[config.mk]
export PLATFORM = sky130hd
export DESIGN_NAME = deadband_gen
export DESIGN_NICKNAME = d
export VERILOG_FILES = /design/src/rtl/deadband_pkg.sv /design/src/rtl/db_edge_sync.sv /design/src/rtl/db_delay_counter.sv /design/src/rtl/deadband_gen.sv
export SDC_FILE = /design/constraint.sdc
export NUM_CORES = 1
export LEC_CHECK = 0
export BUFFER_PORTS_ARGS = -buffer_cell sky130_fd_sc_hd__buf_2
export CAP_MARGIN = 20
export CORE_MARGIN = 2
export CORE_UTILIZATION = 30
export CTS_BUF_LIST = sky130_fd_sc_hd__clkbuf_2
export DETAILED_ROUTE_END_ITERATION = 12
export PLACE_DENSITY = 0.53
export SYNTH_ARGS = -nofsm -noshare
export SYNTH_HDL_FRONTEND = slang
export SYNTH_SLANG_ARGS = --single-unit
[constraint.sdc]
create_clock -name clk -period 5.7 [get_ports clk]
set_clock_uncertainty 0.2 [all_clocks]
set_input_delay 0.57 -clock clk [delete_from_list [all_inputs] [get_ports clk]]
set_output_delay 0.57 -clock clk [all_outputs]
set_load 0.1 [all_outputs]
[src/rtl/deadband_pkg.sv]
package deadband_pkg;

    typedef enum logic {
        SIDE_LO = 1'b0,
        SIDE_HI = 1'b1
    } side_e;

    typedef struct packed {
        logic hi;
        logic lo;
    } drive_t;

    localparam drive_t DRIVE_OFF = '{hi: 1'b0, lo: 1'b0};

    // Map a logical "on" to the physical pin level for the chosen polarity.
    function automatic logic apply_pol(input logic on, input logic act_high);
        return act_high ? on : ~on;
    endfunction

endpackage

[src/rtl/db_edge_sync.sv]
module db_edge_sync (
    input  logic clk,
    input  logic rst,
    input  logic pwm_in,
    output logic lvl,
    output logic edge_det
);
    logic lvl_q;
    logic prev_q;

    always_ff @(posedge clk) begin
        if (rst) begin
            lvl_q  <= 1'b0;
            prev_q <= 1'b0;
        end else begin
            lvl_q  <= pwm_in;
            prev_q <= lvl_q;
        end
    end

    assign lvl      = lvl_q;
    assign edge_det = lvl_q ^ prev_q;
endmodule

[src/rtl/db_delay_counter.sv]
module db_delay_counter
    import deadband_pkg::*;
#(
    parameter int CNT_W = 16
) (
    input  logic             clk,
    input  logic             rst,
    input  logic             en,
    input  logic             tick,
    input  logic             edge_det,
    input  logic             lvl,
    input  logic [CNT_W-1:0] reload,
    output logic [CNT_W-1:0] cnt,
    output drive_t           on
);
    localparam logic [CNT_W-1:0] CNT_ZERO = '0;
    localparam logic [CNT_W-1:0] CNT_ONE  = {{(CNT_W-1){1'b0}}, 1'b1};

    logic [CNT_W-1:0] cnt_q;
    logic             pend_q;
    side_e            side_q;
    drive_t           on_q;

    always_ff @(posedge clk) begin
        if (rst || !en) begin
            cnt_q  <= CNT_ZERO;
            pend_q <= 1'b0;
            side_q <= SIDE_LO;
            on_q   <= DRIVE_OFF;
        end else if (edge_det) begin
            cnt_q  <= reload;
            pend_q <= 1'b1;
            side_q <= side_e'(lvl);
            on_q   <= DRIVE_OFF;
        end else if (pend_q && tick) begin
            if (cnt_q == CNT_ZERO) begin
                pend_q <= 1'b0;
                if (side_q == SIDE_HI) on_q.hi <= 1'b1;
                else                   on_q.lo <= 1'b1;
            end else begin
                cnt_q <= cnt_q - CNT_ONE;
            end
        end
    end

    assign cnt = cnt_q;
    assign on  = on_q;
endmodule

[src/rtl/deadband_gen.sv]
module deadband_gen
    import deadband_pkg::*;
#(
    parameter int CNT_W     = 16,
    parameter int NUM_PAIRS = 3
) (
    input  logic                 clk,
    input  logic                 rst,
    input  logic                 tick,
    input  logic                 pwm_in,
    input  logic [CNT_W-1:0]     gap_val,
    input  logic                 act_high,
    input  logic                 en,
    output logic [NUM_PAIRS-1:0] drv_hi,
    output logic [NUM_PAIRS-1:0] drv_lo
);
    logic             lvl;
    logic             edge_det;
    logic [CNT_W-1:0] cnt_q;
    drive_t           on;

    db_edge_sync u_edge (
        .clk      (clk),
        .rst      (rst),
        .pwm_in   (pwm_in),
        .lvl      (lvl),
        .edge_det (edge_det)
    );

    db_delay_counter #(.CNT_W(CNT_W)) u_dly (
        .clk      (clk),
        .rst      (rst),
        .en       (en),
        .tick     (tick),
        .edge_det (edge_det),
        .lvl      (lvl),
        .reload   (gap_val),
        .cnt      (cnt_q),
        .on       (on)
    );

    // One polarity stage per phase pair; all pairs share the single timer.
    for (genvar g = 0; g < NUM_PAIRS; g++) begin : g_pair
        assign drv_hi[g] = apply_pol(on.hi, act_high);
        assign drv_lo[g] = apply_pol(on.lo, act_high);
    end
endmodule

**After elaboration in Yosys (flattened, before gate mapping)**

Index checks and enable logic that the tools add are counted.

- $add $sub $neg: 1
- Mux-type cells: 8
- Equality and inequality tests: 1
- Bitwise operators: 4
- Reductions and logical operators: 11

Operators with widths:

| operator | count |
|---|---|
| $mux W16 | 3 |
| $logic_not A16 Y1 | 1 |
| $sub A16 B1 Y16 const B | 1 |
| $reduce_and A3 Y1 | 2 |
| $mux W1 | 5 |
| $reduce_and A2 Y1 | 2 |
| $reduce_bool A2 Y1 | 2 |
| $not A1 Y1 | 3 |
| $ne A2 B2 Y1 const B | 1 |
| $reduce_or A2 Y1 | 1 |
| $logic_and A1 B1 Y1 | 1 |
| $logic_not A1 Y1 | 1 |
| $logic_or A1 B1 Y1 | 1 |
| $xor A1 B1 Y1 | 1 |

- Flip-flop bits (word level): 22

**Logic depth before layout (Yosys ltp)**

Gate-level depths: netlist of the first run.

- Depth after elaboration: 4
- Gate-level depth with buffers: 7
- Mapped depth without buffers: 6

**Hierarchy**

From an unflattened synthesis of the first run, not the netlist that was laid out.

- Cells, all modules: 157
- Area total of the unflattened synthesis: 1260.0 um2

Modules (own cells, without submodules):

| module | sequential area each (um2) | instances | cells each | area an instance (um2) |
|---|---|---|---|---|
| db_delay_counter | 400.4 | 1 | 146 | 1151.1 |
| db_edge_sync | 40.0 | 1 | 5 | 61.3 |
| deadband_gen | 0.0 | 1 | 6 | 47.5 |

**Worst setup path after synthesis of the first run**

Ideal clock, no wire load.

- Kind: input to output
- Start point: input port act_high
- End point: output port drv_hi[1]
- Stages: 2
- Setup slack: 2.209 ns
- Data arrival time: 2.721 ns
- Path buffers: 1
- Path through: xnor2_1 -> buf_4

- Cells in the longest elaborated chain, start to end: 1

Ends and longest elaborated chain:

| item | line | text |
|---|---|---|
| from (decl) | deadband_gen.sv:12 | `input logic act_high,` |
| $mux W1 | deadband_pkg.sv:17 | `return act_high ? on : ~on;` |
| to (decl) | deadband_gen.sv:14 | `output logic [NUM_PAIRS-1:0] drv_hi,` |

Every way passes these cells.

**Final worst setup path of the first run**

- Start point: register u_dly.cnt_q[0] (netlist: u_dly.cnt[0])
- End point: register u_dly.cnt_q[2] (netlist: u_dly.cnt[2])

- Cells in the longest elaborated chain, start to end: 4
- Elaborated cells on any way between the ends: 7

Ends and longest elaborated chain:

| item | line | text |
|---|---|---|
| from (decl) | db_delay_counter.sv:19 | `logic [CNT_W-1:0] cnt_q;` |
| from (signal assigned) | db_delay_counter.sv:31 | `cnt_q <= reload;` |
| from (signal assigned) | db_delay_counter.sv:41 | `cnt_q <= cnt_q - CNT_ONE;` |
| $sub A16 B1 Y16 | db_delay_counter.sv:41 |  |
| $mux W16 | db_delay_counter.sv:36 | `if (cnt_q == CNT_ZERO) begin` |
| $mux W16 | db_delay_counter.sv:35 | `end else if (pend_q && tick) begin` |
| $mux W16 | db_delay_counter.sv:30 | `end else if (edge_det) begin` |

Several ways; a longest one is shown, not always the timed one. The select of a mux whose other input is x is not followed.
A chain may end at the register's enable or synchronous reset.

==> impl_metrics.yaml, run 1 <==
power:
  sequentialPowerShare_pct: 44.7
  combPwrFrac_pct: 25.6
  internal_power_mw: 0.2538
  p_sw_share_pct: 33.23
  switching_power_mw: 0.1263
  irDropWorstVdd_mv: 0.1137
  power.leakage_nw: 0.5393
  p_clk_share_pct: 29.7
  power_density_mw_per_mm2: 256.0
final_layout:
  multi_input_area_um2: 772.0
  seqCellArea_um2: 440.4
  fillers: 424
  post-route-cell-area_mm2: 0.001485
  antenna_cells: 0
  layout_commonest_cell: "buf_2"
  mostFrequentLayoutCells: "buf_2 (27), dfxtp_1 (22), o21ai_0 (18)"
  final_layout_size_suffix_gt1_share_pct: 22.35
  fin_cells: 229
  areaGrowthSynthToFinish_pct: 15.80
  nNetsFinal: 203
drt:
  drt-vias-per-instance: 5.677
  drt_iter0_markers: 80
  wl_per_cell_um: 13.79
  drt_wl_total_um: 3158
  drt_pass1_iterations: 4
  vias: 1300
  drcViolationCount: 0
  ant_nets: 0
die:
  die_x_um: 69.38
  die-area_mm2: 0.004814
  core-area_mm2: 0.004058
  die_y_um: 69.38
  initial_core_util_pct: 31.61
  num_io_pins: 28
  row_count: 23
hold_path:
  min_path_cells: 2
  holdPathEnd: "u_edge.prev_q"
  hold_start: "rst"
  hp-class: "input port to flop"
clock_tree:
  clkSinkCount: 22
  cts_htree_levels: 1
  cts_buffer_depth: 2
  cts_tree: "built"
  numCtsBuffers: 3
  cts_hold_buf: 0
  clkTransAtPathRegs_ns: 0.24
  insertion_delay_ns: 0.35
  cts_root_buf: "clkbuf_2"
  cts_setup_buffers: 0
  ctsResizeCount: 0
logic_synthesis:
  synthesis.area_mm2: 0.001282
  synth_edf_count: 0
  ys_types: 40
  ys.flop_type: "dfxtp_1"
  yosysSeqAreaShare_pct: 34.34
  avgSynthCellArea_um2: 8.066
  ys_seq_elements: 22
  syn_inst: 159
  async_flop_share_pct: 0
  syn_nets: 182
  ys_warn_count: 0
critical_path:
  cp-startpoint: "u_dly.cnt[0]"
  crit_path_end_kind: "flop"
  r2r_slack_ns: 3.14
  max_stage_delay_ns: 0.71
  crit_fanout: 14
  r2r-end: "u_dly.cnt[2]"
  cp_cell_sequence: "inv_1, ha_1, nor4b_1, and4_1, o21ai_0, a31oi_1"
  reg2reg_from: "u_dly.cnt[0]"
  cp.required_ns: 5.80
  crit_slowest_cell: "nor4b_1"
  worstSetupPathType: "flop to flop"
  rr_worst_depth: 6
  cp.arrival_ns: 2.66
  cp-start-kind: "flop"
sta:
  setup_viol: 0
  rsz0062_at_grt: "false"
  min_period_over_period_pct: 44.84
  timing.final.hold_violations: 0
  min_period_ns: 2.556
  fmax_mhz: 391.3
  drv_slew: 0
  fin_tns_setup_ns: 0
  worst_slack_ns: 3.144
  whs_ns: 0.1733
  slew_headroom_pct: 43.40
  worst_slew_pin_slew_ns: 0.8372
placement:
  pre_cts_ws_ns: 3.222
  io_buffers: 27
  dp_cells: 225
  place_area_mm2: 0.001440
  dp.final_hpwl_um: 2370
  gp_congestion: 0.8081
global_routing:
  grt.overflow.total: 0
  grt_pass1_wl_um: 5278
  grt_usage_pct: 13.22
  grt_pass1_vias: 1170
  antenna_found_initial: 0
  grt_max_degree: 27
status:
  status: "finished clean"
job:
  maxCapViolations: 0
## metrics by stage
step                      util, %  power, mW
after CTS                   36.60     0.3834
after global placement      35.21     0.2674
after global routing        36.60     0.4030
final                       36.60     0.3801
after detailed placement    35.49     0.2692
after floorplan                 -     0.2465
## power by group through the flow
stage	logic [mW]	registers [mW]	clock network, mW
2_1_floorplan	0.0767	0.170	0
3_3_place_gp	0.0949	0.173	0
3_5_place_dp	0.0966	0.173	0
4_1_cts	0.0971	0.170	0.116
5_1_grt	0.106	0.172	0.125
6_report	0.0974	0.170	0.113
## worst max-delay path: cells and delay by family, from the launching register on
kind | cells | cell delay [ns]
AOI/OAI and AO/OA | 2 | 0.35
buffers and inverters | 1 | 0.06
adders and majority gates | 1 | 0.21
and+or+nand+nor | 2 | 1.31
DFF | 1 | 0.39
## how the worst max path moves through the flow
stage	end	slack [ns]	cells past startpoint
finish	u_dly.cnt[2]	3.14	6
global route	u_dly.cnt[11]	2.94	6
CTS	u_dly.cnt[11]	3.14	6
detailed placement	u_dly.cnt[2]	3.22	6
global placement	u_dly.cnt[7]	3.31	4
floorplan	drv_hi[1]	2.21	2
## cell families after synthesis
group / after synthesis / synth area share, %
multiplexers: 1 / 0.7805
flip-flops: 22 / 34.34
buffers and inverters: 16 / 6.049
adder cells (fa/ha/maj): 1 / 0.9755
AND/OR/NAND/NOR: 66 / 31.22
XOR/XNOR: 4 / 2.732
AO/OA/AOI/OAI: 49 / 23.90
## registers in the layout, indices dropped and copies added, names as in the netlist
signal / cells
u_edge.prev_q: 1
u_dly.on: 2
u_dly.pend_q: 1
u_dly.side_q: 1
u_edge.lvl: 1
u_dly.cnt: 16
## cells in the mapped netlist, types with 2 or more instances
library cell / instances / area, µm²
o21ai_0: 18 / 90.09
nor4_1: 5 / 31.28
inv_1: 3 / 11.26
nand3_1: 9 / 45.04
buf_2: 2 / 10.01
a21oi_1: 6 / 30.03
xnor2_1: 3 / 26.28
buf_4: 4 / 30.03
nand2_1: 5 / 18.77
nor2_1: 8 / 30.03
or3_1: 4 / 25.02
nand4b_1: 2 / 17.52
nand4_1: 2 / 12.51
a31oi_1: 12 / 75.07
or4_1: 7 / 52.55
or2_0: 2 / 12.51
nand3b_1: 2 / 15.01
o31ai_1: 6 / 45.04
nor2b_1: 3 / 18.77
o2111ai_1: 2 / 17.52
dfxtp_1: 22 / 440.4
o41ai_1: 2 / 17.52
and4_1: 2 / 17.52
nor3_1: 6 / 30.03
clkbuf_1: 7 / 26.28
## routing by layer
layer  up-vias  routed length, µm  global-route usage, %  share of wire, %
met5         -                  0                      0                 0
met4         0                 20                  3.704              0.63
met3         2                196                  3.779               6.2
met2        35               1437                  21.90                46
met1       607               1504                  16.71                48
li1        656                  -                      -                 -
## layout make-up
type                            count  area share (%)
Multi-Input combinational cell    121           51.98
Sequential cell                    22           29.65
Timing Repair Buffer               29           10.36
Tap cell                           50           4.212
Clock inverter                      1           2.022
Clock buffer                        3           1.011
Inverter                            3          0.7582
No activity file was read; power rests on OpenSTA's default activity.
==> inputs of run 2 (changes only) <==
- clock period: 5.7 -> 2.7 ns (I/O delays scaled with it)
==> run 2 against run 1 <==
Net effect:
- final cell count is 6.1% higher
- register-to-register slack got worse by 2.9 ns
- clock power is 110% higher
- largest power group unchanged
- highest routed layer unchanged
==> impl_metrics.yaml, run 2 (synthesis results as in run 1) <==
placement:
  dp.final_hpwl_um: 2522
  io_buffers: 27
  gp_congestion: 0.8150
  dp_cells: 227
global_routing:
  grt_usage_pct: 14.05
  grt_max_degree: 20
  grt_pass1_wl_um: 5713
  grt_pass1_vias: 1343
  grt.overflow.total: 0
  antenna_found_initial: 0
critical_path:
  crit_slowest_cell: "or4_1"
  r2r-end: "u_dly.cnt[8]"
  cp-start-kind: "flop"
  worstSetupPathType: "flop to flop"
  reg2reg_from: "u_dly.cnt[0]"
  cp_cell_sequence: "inv_1, ha_1, or4b_4, or2_0, or4_1, a31oi_1"
  crit_fanout: 7
  cp.arrival_ns: 2.56
  crit_path_end_kind: "flop"
  r2r_slack_ns: 0.24
  rr_worst_depth: 6
  max_stage_delay_ns: 0.53
  cp.required_ns: 2.80
power:
  irDropWorstVdd_mv: 0.2097
  power_density_mw_per_mm2: 507.3
  total_power_mw: 0.8277
  power.leakage_nw: 0.6089
hold_path:
  holdPathEnd: "u_dly.cnt[4]"
  min_path_cells: 3
  hold_start: "gap_val[4]"
  hp-class: "input port to flop"
clock_tree:
  clkSinkCount: 22
  cts_root_buf: "clkbuf_2"
  clkTransAtPathRegs_ns: 0.23
  cts_htree_levels: 1
  cts_tree: "built"
  numCtsBuffers: 3
  insertion_delay_ns: 0.35
  cts_hold_buf: 11
  cts_setup_buffers: 0
  ctsResizeCount: 0
  cts_buffer_depth: 2
sta:
  whs_ns: 0.005030
  rsz0062_at_grt: "false"
  timing.final.hold_violations: 0
  min_period_ns: 2.464
  setup_viol: 0
  slew_headroom_pct: 54.73
  drv_slew: 0
  worst_slew_pin_slew_ns: 0.6757
  fmax_mhz: 405.8
  min_period_over_period_pct: 91.26
  fin_tns_setup_ns: 0
final_layout:
  fillers: 412
  mostFrequentLayoutCells: "buf_2 (27), dfxtp_1 (22), o21ai_0 (18)"
  fin_cells: 243
  largest_reg_flops: 16
  final_layout_size_suffix_gt1_share_pct: 22.80
  areaGrowthSynthToFinish_pct: 27.22
  layout_commonest_cell: "buf_2"
  antenna_cells: 0
  nNetsFinal: 217
job:
  maxCapViolations: 0
die:
  die-area_mm2: 0.004814
  die_y_um: 69.38
  num_io_pins: 28
  core-area_mm2: 0.004058
  die_x_um: 69.38
  initial_core_util_pct: 31.61
  row_count: 23
drt:
  wl_per_cell_um: 14.04
  drt-vias-per-instance: 5.621
  drt_pass1_iterations: 4
  drcViolationCount: 0
  drt_iter0_markers: 49
  drt_wl_total_um: 3411
  vias: 1366
  ant_nets: 0
status:
  status: "finished clean"
-- run 2: power by group --
| group | switching, mW | internal, mW | total (mW) |
|---|---|---|---|
| combinational | 0.144 | 0.0855 | 0.230 |
| clock | 0.112 | 0.128 | 0.239 |
| sequential | 0.0187 | 0.340 | 0.359 |
-- run 2: area by class of cell --
type                       instances  area, µm²  area share [%]
clock buffer                       3      15.01          0.9202
clock inverter                     1      30.03           1.840
inverter                           3      11.26          0.6902
multi-input combinational        121      787.0           48.24
sequential                        22      440.4           26.99
tap                               50      62.56           3.834
timing repair buffer              43      285.3           17.48
-- run 2: layer usage --
metal  share of wire [%]  GRT usage, %  up-vias
met5                   0             0        -
met4                 1.3         4.357        0
met3                 3.7         1.744        6
met2                  48         25.21       34
met1                  47         17.36      644
li1                    -             -      682
-- run 2: worst max-delay path by stage --
stage                             from            to  slack (ns)  depth (start not counted)
after floorplan           u_dly.cnt[0]  u_dly.cnt[8]        0.41                          7
after global placement    u_dly.cnt[0]  u_dly.cnt[8]        0.34                          6
after detailed placement  u_dly.cnt[0]  u_dly.cnt[8]        0.31                          6
after CTS                 u_dly.cnt[1]  u_dly.cnt[8]        0.26                          6
after global routing      u_dly.cnt[1]  u_dly.cnt[8]         0.1                          6
final                     u_dly.cnt[0]  u_dly.cnt[8]        0.24                          6
-- run 2: worst max-delay path, delay by kind of cell, from the launching register on --
| family | cells | cell delay [ns] |
|---|---|---|
| buf+inv | 1 | 0.06 |
| flops | 1 | 0.39 |
| fa+ha+maj | 1 | 0.22 |
| simple gates | 3 | 1.38 |
| compound gates | 1 | 0.16 |
-- run 2: per-stage QoR --
stage          util (%)  worst slack (ns)  cell area (µm²)
6_report          40.21            0.2359             1632
4_1_cts           39.96            0.2643             1622
5_1_grt           40.21           0.09770             1632
3_3_place_gp      36.14            0.3434             1466
3_5_place_dp      36.14            0.3068             1466
2_1_floorplan         -            0.4128             1297
